==> src/rtl/b31_pkg.sv <==
package b31_pkg;

    localparam int unsigned MOD     = 31;
    localparam int unsigned DIG_W   = 5;
    localparam int unsigned DIG_MAX = MOD - 1;

    typedef logic [DIG_W-1:0] digit_t;

    // smallest k with MOD^k >= 2^w (valid for w up to about 120)
    function automatic int unsigned digits_for_width(input int unsigned w);
        logic [127:0] lim;
        logic [127:0] pw;
        int unsigned  k;
        lim = 128'd1 << w;
        pw  = 128'd1;
        k   = 0;
        for (int i = 0; i < 40; i++) begin
            if (pw < lim) begin
                pw = pw * 128'(MOD);
                k  = k + 1;
            end
        end
        return k;
    endfunction

endpackage

==> src/rtl/b31_div31.sv <==
// Combinational divide by 31 using a reciprocal multiply and shift.
module b31_div31
    import b31_pkg::*;
#(
    parameter int unsigned W = 64
) (
    input  logic [W-1:0] x_i,
    output logic [W-1:0] quot_o,
    output digit_t       rem_o
);
    localparam int unsigned SH    = W + DIG_W;
    localparam int unsigned PW    = 2 * W + 1;
    localparam logic [SH:0] ONE_S = {1'b1, {SH{1'b0}}};
    localparam logic [SH:0] MAG_F = ONE_S / (SH + 1)'(MOD) + (SH + 1)'(1);
    localparam logic [W:0]  MAGIC = MAG_F[W:0];

    logic [PW-1:0] prod;

    always_comb begin
        prod   = PW'(x_i) * PW'(MAGIC);
        quot_o = W'(prod >> SH);
        // x - 31q == x + q (mod 32), and the true remainder is below 32
        rem_o  = x_i[DIG_W-1:0] + quot_o[DIG_W-1:0];
    end

endmodule

==> src/rtl/b31_split.sv <==
// Serial radix-31 digit extraction, least significant digit first.
module b31_split
    import b31_pkg::*;
#(
    parameter int unsigned W = 64
) (
    input  logic         clk,
    input  logic         rst_n,
    input  logic         in_valid,
    output logic         in_ready,
    input  logic [W-1:0] in_word,
    output logic         out_valid,
    input  logic         out_ready,
    output digit_t       out_digit,
    output logic         out_last
);
    localparam int unsigned NDIG  = digits_for_width(W);
    localparam int unsigned CNT_W = (NDIG > 1) ? $clog2(NDIG) : 1;
    localparam logic [CNT_W-1:0] LAST_IDX = CNT_W'(NDIG - 1);

    typedef struct packed {
        logic             busy;
        logic [W-1:0]     rem;
        logic [CNT_W-1:0] idx;
    } split_st_t;

    split_st_t st_d, st_q;
    logic [W-1:0] quot;
    digit_t       digit;
    logic         at_last;

    b31_div31 #(.W(W)) u_div (
        .x_i    (st_q.rem),
        .quot_o (quot),
        .rem_o  (digit)
    );

    always_comb begin
        st_d      = st_q;
        at_last   = (st_q.idx == LAST_IDX);
        in_ready  = !st_q.busy;
        out_valid = st_q.busy;
        out_digit = digit;
        out_last  = st_q.busy && at_last;
        if (!st_q.busy) begin
            if (in_valid) begin
                st_d.busy = 1'b1;
                st_d.rem  = in_word;
                st_d.idx  = '0;
            end
        end else if (out_ready) begin
            st_d.rem = quot;
            if (at_last) begin
                st_d.busy = 1'b0;
                st_d.idx  = '0;
            end else begin
                st_d.idx = st_q.idx + CNT_W'(1);
            end
        end
    end

    always_ff @(posedge clk or negedge rst_n) begin
        if (!rst_n) st_q <= '0;
        else        st_q <= st_d;
    end

endmodule

==> src/rtl/b31_pack.sv <==
// Packs DPW field elements into one word, 5 bits each, top bit zero.
module b31_pack
    import b31_pkg::*;
#(
    parameter int unsigned DPW = 3
) (
    input  logic                   clk,
    input  logic                   rst_n,
    input  logic                   in_valid,
    output logic                   in_ready,
    input  logic [DPW*DIG_W-1:0]   in_digits,
    output logic                   out_valid,
    input  logic                   out_ready,
    output logic [DPW*DIG_W:0]     out_word,
    output logic                   out_err
);
    localparam int unsigned PACK_W = DPW * DIG_W + 1;

    typedef struct packed {
        logic              valid;
        logic              err;
        logic [PACK_W-1:0] word;
    } pack_st_t;

    pack_st_t st_d, st_q;
    logic [DPW-1:0] bad_vec;

    for (genvar g = 0; g < DPW; g++) begin : g_range
        assign bad_vec[g] = (in_digits[g*DIG_W +: DIG_W] > DIG_W'(DIG_MAX));
    end

    always_comb begin
        st_d      = st_q;
        st_d.err  = 1'b0;
        in_ready  = !st_q.valid || out_ready;
        if (out_ready) st_d.valid = 1'b0;
        if (in_valid && in_ready) begin
            if (|bad_vec) begin
                st_d.err = 1'b1;
            end else begin
                st_d.valid = 1'b1;
                st_d.word  = {1'b0, in_digits};
            end
        end
        out_valid = st_q.valid;
        out_word  = st_q.word;
        out_err   = st_q.err;
    end

    always_ff @(posedge clk or negedge rst_n) begin
        if (!rst_n) st_q <= '0;
        else        st_q <= st_d;
    end

endmodule

==> src/rtl/b31_unpack.sv <==
// Splits a packed word into DPW 5-bit fields.
module b31_unpack
    import b31_pkg::*;
#(
    parameter int unsigned DPW = 3
) (
    input  logic                 clk,
    input  logic                 rst_n,
    input  logic                 in_valid,
    output logic                 in_ready,
    input  logic [DPW*DIG_W-1:0] in_fields,
    output logic                 out_valid,
    input  logic                 out_ready,
    output logic [DPW*DIG_W-1:0] out_digits
);
    typedef struct packed {
        logic                 valid;
        logic [DPW*DIG_W-1:0] fields;
    } unpack_st_t;

    unpack_st_t st_d, st_q;
    logic [DPW*DIG_W-1:0] split_f;

    for (genvar g = 0; g < DPW; g++) begin : g_field
        assign split_f[g*DIG_W +: DIG_W] = in_fields[g*DIG_W +: DIG_W];
    end

    always_comb begin
        st_d     = st_q;
        in_ready = !st_q.valid || out_ready;
        if (out_ready) st_d.valid = 1'b0;
        if (in_valid && in_ready) begin
            st_d.valid  = 1'b1;
            st_d.fields = split_f;
        end
        out_valid  = st_q.valid;
        out_digits = st_q.fields;
    end

    always_ff @(posedge clk or negedge rst_n) begin
        if (!rst_n) st_q <= '0;
        else        st_q <= st_d;
    end

endmodule

==> src/rtl/b31_codec.sv <==
module b31_codec
    import b31_pkg::*;
#(
    parameter int unsigned WORD_W = 64,
    parameter int unsigned DPW    = 3
) (
    input  logic                  clk,
    input  logic                  rst_n,
    input  logic                  sp_in_valid,
    output logic                  sp_in_ready,
    input  logic [WORD_W-1:0]     sp_in_word,
    output logic                  sp_out_valid,
    input  logic                  sp_out_ready,
    output logic [4:0]            sp_out_digit,
    output logic                  sp_out_last,
    input  logic                  pk_in_valid,
    output logic                  pk_in_ready,
    input  logic [DPW*5-1:0]      pk_in_digits,
    output logic                  pk_out_valid,
    input  logic                  pk_out_ready,
    output logic [DPW*5:0]        pk_out_word,
    output logic                  pk_out_err,
    input  logic                  un_in_valid,
    output logic                  un_in_ready,
    input  logic [DPW*5:0]        un_in_word,
    output logic                  un_out_valid,
    input  logic                  un_out_ready,
    output logic [DPW*5-1:0]      un_out_digits
);
    localparam int unsigned FIELD_W = DPW * DIG_W;

    b31_split #(.W(WORD_W)) u_split (
        .clk       (clk),
        .rst_n     (rst_n),
        .in_valid  (sp_in_valid),
        .in_ready  (sp_in_ready),
        .in_word   (sp_in_word),
        .out_valid (sp_out_valid),
        .out_ready (sp_out_ready),
        .out_digit (sp_out_digit),
        .out_last  (sp_out_last)
    );

    b31_pack #(.DPW(DPW)) u_pack (
        .clk       (clk),
        .rst_n     (rst_n),
        .in_valid  (pk_in_valid),
        .in_ready  (pk_in_ready),
        .in_digits (pk_in_digits),
        .out_valid (pk_out_valid),
        .out_ready (pk_out_ready),
        .out_word  (pk_out_word),
        .out_err   (pk_out_err)
    );

    // the spare top bit of a packed word carries no element
    b31_unpack #(.DPW(DPW)) u_unpack (
        .clk        (clk),
        .rst_n      (rst_n),
        .in_valid   (un_in_valid),
        .in_ready   (un_in_ready),
        .in_fields  (un_in_word[FIELD_W-1:0]),
        .out_valid  (un_out_valid),
        .out_ready  (un_out_ready),
        .out_digits (un_out_digits)
    );

endmodule

==> config.mk <==
export PLATFORM = sky130hd
export DESIGN_NAME = b31_codec
export DESIGN_NICKNAME = d
export VERILOG_FILES = /design/src/rtl/b31_pkg.sv /design/src/rtl/b31_div31.sv /design/src/rtl/b31_split.sv /design/src/rtl/b31_pack.sv /design/src/rtl/b31_unpack.sv /design/src/rtl/b31_codec.sv
export SDC_FILE = /design/constraint.sdc
export NUM_CORES = 2
export LEC_CHECK = 0
export ABC_AREA = 1
export BUFFER_PORTS_ARGS = -buffer_cell sky130_fd_sc_hd__buf_2
export CORE_MARGIN = 4
export CORE_UTILIZATION = 24
export CTS_CLUSTER_DIAMETER = 150
export DETAILED_ROUTE_END_ITERATION = 12
export PLACE_DENSITY_LB_ADDON = 0.05
export SYNTH_ARGS = -nofsm -noshare
export SYNTH_HDL_FRONTEND = slang
export SYNTH_SLANG_ARGS = --single-unit
==> constraint.sdc <==
create_clock -name clk -period 11.7 [get_ports clk]
set_input_delay 1.17 -clock clk [delete_from_list [all_inputs] [get_ports clk]]
set_output_delay 1.17 -clock clk [all_outputs]
set_load 0.02 [all_outputs]
# After elaboration in Yosys (flattened, before gate mapping)
# Index checks and enable logic that the tools add are counted.
# totals
register_bits	102
in_bits	103
output_inout_bits	44
word_cells	42
# classes
n_addsub	2
mul	1
n_lt_le_gt_ge	3
eq_ne	2
mux	12
bitwise_logic	1
n_reduce_logical	13
# op_table
op	n
two-way mux 69 bit	3
multiplier 64 x 65 -> 129 bit (second input constant)	1
two-way mux 18 bit	1
two-way mux 16 bit	1
> comparator 5 bit (second input constant)	3
two-way mux 15 bit	1
adder 5 bit	1
two-way mux 1 bit	5
adder 4 x 1 -> 4 bit (second input constant)	1
equality test 4 bit (second input constant)	1
two-way mux 4 bit	1
AND reduction 2 bit	2
nonzero test 2 bit	2
logical AND 1 bit	3
logical NOT 1 bit	3
OR reduction 3 bit	1
logical OR 1 bit	2
inequality test 2 bit (second input constant)	1
inverter 1 bit	1

# Longest topological paths before layout
# depth
ltp_word	4
ltp_mapped	37
ltp_nobuf	37

# Cells and area by module
# A second synthesis with hierarchy kept.
# hier_totals
hier_cells	4778
area_unflattened_um2	33606.0
# modules_own_cells
module	n_inst	cells_per_inst	area_each_um2	seq_area_each_um2
b31_div31	1	4245	29072.9	0.0
b31_split	1	377	3079.2	1726.7
b31_pack	1	87	785.8	425.4
b31_unpack	1	69	668.1	400.4

# Worst setup path after synthesis
# No wires, ideal clock.
# synth_timing
path_kind	register to output
startpoint	reg u_split.st_q[63] (netlist bit)
endpoint	out sp_out_digit[4]
arrival_ns	6.993
t_required_ns	10.530
slack_ns	3.537
stages_incl_launch_ff	29
path_buffers	0
cell_sequence	dfrtp_1 -> ha_1 -> fa_1 -> inv_1 -> fa_1 -> fa_1 -> fa_1 -> fa_1 -> fa_1 -> fa_1 -> inv_1 -> fa_1 -> ha_1 -> nand2_1 -> nor2_2 -> nand2_1 -> nor2_4 -> inv_1 -> o21bai_1 -> inv_1 -> nand3b_1 -> and2_1 -> ha_1 -> inv_1 -> fa_1 -> o21ai_0 -> xor2_1 -> nand3_1 -> nand2_1
# synth_via
elab_chain_len	2
# synth_rtl
element	line_no	text
start, declared	b31_split.sv:27	split_st_t st_d, st_q;
start signal, assigned	b31_split.sv:64	else st_q <= st_d;
multiplier 64 x 65 -> 129 bit	b31_div31.sv:20	prod = PW'(x_i) * PW'(MAGIC);
adder 5 bit	b31_div31.sv:23	rem_o = x_i[DIG_W-1:0] + quot_o[DIG_W-1:0];
end, declared	b31_codec.sv:14	output logic [4:0] sp_out_digit,
# No other way between the ends.

# Final worst setup path
# layout_timing
startpoint	reg u_split.st_q[32] (netlist bit)
endpoint	out sp_out_digit[4]
# Same word-level chain as after synthesis.

==> qor.yml <==
route:
  dr.pass1.iters: 5
  dr_total_vias: 29510
  wl_per_cell_microns: 23.48
  antenna_left: 0
  detail_route.wirelength_microns: 162200
  drt_iter0_drc: 1716
  drc: 0
  avgViaCountPerCell: 4.272
yosys:
  async_flop_share_pct: 100.0
  yosys_warnings: 0
  synth_flop_cell: "dfrtp_1"
  synthesis.instances: 4877
  syn-cell-area_sq_mm: 0.03405
  synth_top_cell_area_share_pct: 23.67
  synth_area_leaders: "ha_1 (24%), fa_1 (23%), inv_1 (16%), nand2_1 (16%), dfrtp_1 (7.5%)"
  synthTopCellsByCount: "inv_1 (1440), nand2_1 (1436), ha_1 (644), fa_1 (399), nor2_1 (229)"
  synth.distinct_cells: 42
  synth.most_common_cell: "inv_1"
  synth.net_count: 6023
  yosys.area.top_type: "ha_1"
  ys_seq_area_share_pct: 7.497
  synth-edff-count: 0
  synth_seq_cells: 102
  synth.avg_cell_area_sq_um: 6.981
die:
  io-pin-count: 147
  core_area_sq_mm: 0.1402
  initial_core_util_pct: 24.28
  rows: 137
  die_h_microns: 384.6
  fp.dieW_microns: 384.6
  die_area_sq_mm: 0.1479
setup_path:
  path_class: "flop to primary output"
  cp_max_fo: 5
  cp_common_cell: "nand2_1"
  path_depth: 30
  required_ns: 10.53
  crit_slowest_cell: "fa_1"
  crit_path_start_kind: "flop"
  cp_num_buf_inv: 5
  critical-path-max-stage-delay_ns: 0.89
  r2r_setup_slack_ns: 3.38
  arrival_ns: 9.38
  endpoint_kind: "primary output"
  cp_top_family: "adder cells"
  reg2reg_depth: 24
global_route:
  grt_max_degree: 48
  track_usage_pct: 22.05
  grt_pass1_wl_microns: 227300
  grt_pass1_vias: 30710
  antenna_found_initial: 6
  overflow: 0
clocking:
  h-tree-depth: 3
  cts_hold_buf: 0
  cts_buffer_depth: 2
  clock_latency_ns: 0.47
  cts.clk_slew.worst_paths_ns: 0.13
  post_cts_buffers: 0
  root_buffer: "clkbuf_16"
  cts.sinks: 102
  tritoncts: "built"
  cts_resized: 0
  numCtsBuffers: 9
sta:
  slew_headroom_pct: 33.89
  finalCritPeriodShare_pct: 90.19
  fmax_mhz: 94.76
  period_needed_ns: 10.55
  finalClockSkew_ns: 0.03656
  hold_violations: 0
  setup_viol: 0
  rsz0062_at_grt: "no"
  worst-slew-pin-transition_ns: 0.9889
  timing.setup.tns_ns: 0
  report.final.slew_viol_count: 0
flow_run:
  maxCapViolCount: 0
placed_design:
  post-dp-hpwl_microns: 149300
  portBuffers: 144
  place_congestion: 0.9283
layout:
  drive_gt1_share_pct: 6.958
  fill_cells: 16140
  multi_input_comb_area_sq_mm: 0.02587
  final_nets: 6171
  area_delta_synth_final_pct: 10.07
  ff_latch_area_sq_mm: 0.002552
worst_hold_path:
  hold_path.class: "flop to flop"
  holdPathStages: 2
status:
  status: "finished, final reports clean"
[worst min-delay path: stages, from the launching register on]
cell,delay [ns]
dfrtp_1,0.35
nand2_1,0.05
o21ai_0,0.05
[layer usage]
| metal | wire length, microns | GRT usage, % | up-vias |
|---|---|---|---|
| li1 | - | - | 14680 |
| met1 | 80890 | 32.11 | 14350 |
| met5 | 0 | 0 | - |
| met3 | 5852 | 2.235 | 57 |
| met4 | 2920 | 4.070 | 0 |
| met2 | 72570 | 35.45 | 421 |
[state kept, by name, indices dropped and copies added, names as in the netlist]
name / cells
u_unpack.out_valid: 1
u_pack.out_valid: 1
u_split.out_valid: 1
u_unpack.out_digits: 15
u_pack.out_word: 15
u_pack.out_err: 1
u_split.st_q: 68
[cell type report]
cell class / instances / share of cell area [%]
antenna: 3 / 0.02003
tap: 1876 / 6.264
multi-input combinational: 3277 / 69.02
sequential: 102 / 6.811
timing repair buffer: 161 / 2.280
clock buffer: 9 / 0.6010
clock inverter: 7 / 0.2371
inverter: 1474 / 14.76
[placed cells by master (no fill, tap or decap), drive strengths merged, types with 2 or more instances in the layout]
cell / count
o21a: 2
fa: 399
ha: 644
nand2: 1468
nor2: 299
xor2: 2
clkinvlp: 2
nand4: 23
a21boi: 2
clkinv: 6
nand3b: 11
nor4: 5
nor3: 27
o21ai: 47
a21o: 2
o21bai: 18
a21oi: 90
a22o: 39
xnor2: 2
mux2: 15
clkbuf: 9
inv: 1473
nand3: 168
diode: 3
and3: 5
dfrtp: 102
buf: 161
and2: 5
[metrics by stage]
stage                     instance area [sq um]  util, %  instances  hold slack [ns]  setup WS [ns]
after CTS                                 37470    26.72       6906           0.4944          1.167
after floorplan                           34050        -       4877           0.4716          3.537
after global placement                    37150    26.50       6890           0.4657          1.729
final                                     37470    26.73       6909           0.4861          1.147
after detailed placement                  37150    26.50       6890           0.4685          1.718
after global routing                      37470    26.72       6906           0.5039         0.6674
[cells by family after synthesis]
group | after synthesis | share of synthesized area, %
other | 1 | 0.01101
muxes | 15 | 0.4961
adders and majority gates | 1043 | 47.13
and+or+nand+nor | 2012 | 24.59
buffers and inverters | 1498 | 16.56
AOI/OAI and AO/OA | 202 | 3.613
DFF | 102 | 7.497
xor gates and xnor gates | 4 | 0.1029
[final timing paths]
path | startpoint | to
setup / recovery | u_split.st_q[32] | sp_out_digit[4]
hold / removal | u_pack.out_word[7] | u_pack.out_word[7]
setup reg to reg | u_split.st_q[32] | u_split.st_q[59]
hold reg to reg | u_pack.out_word[7] | u_pack.out_word[7]
max in group asynchronous | rst_n | u_split.st_q[3]
min in group asynchronous | rst_n | u_unpack.out_digits[12]
Power is left out: the tool's default activity adds up to more than one toggle a clock period on the data nets, which glitch-free logic cannot reach.
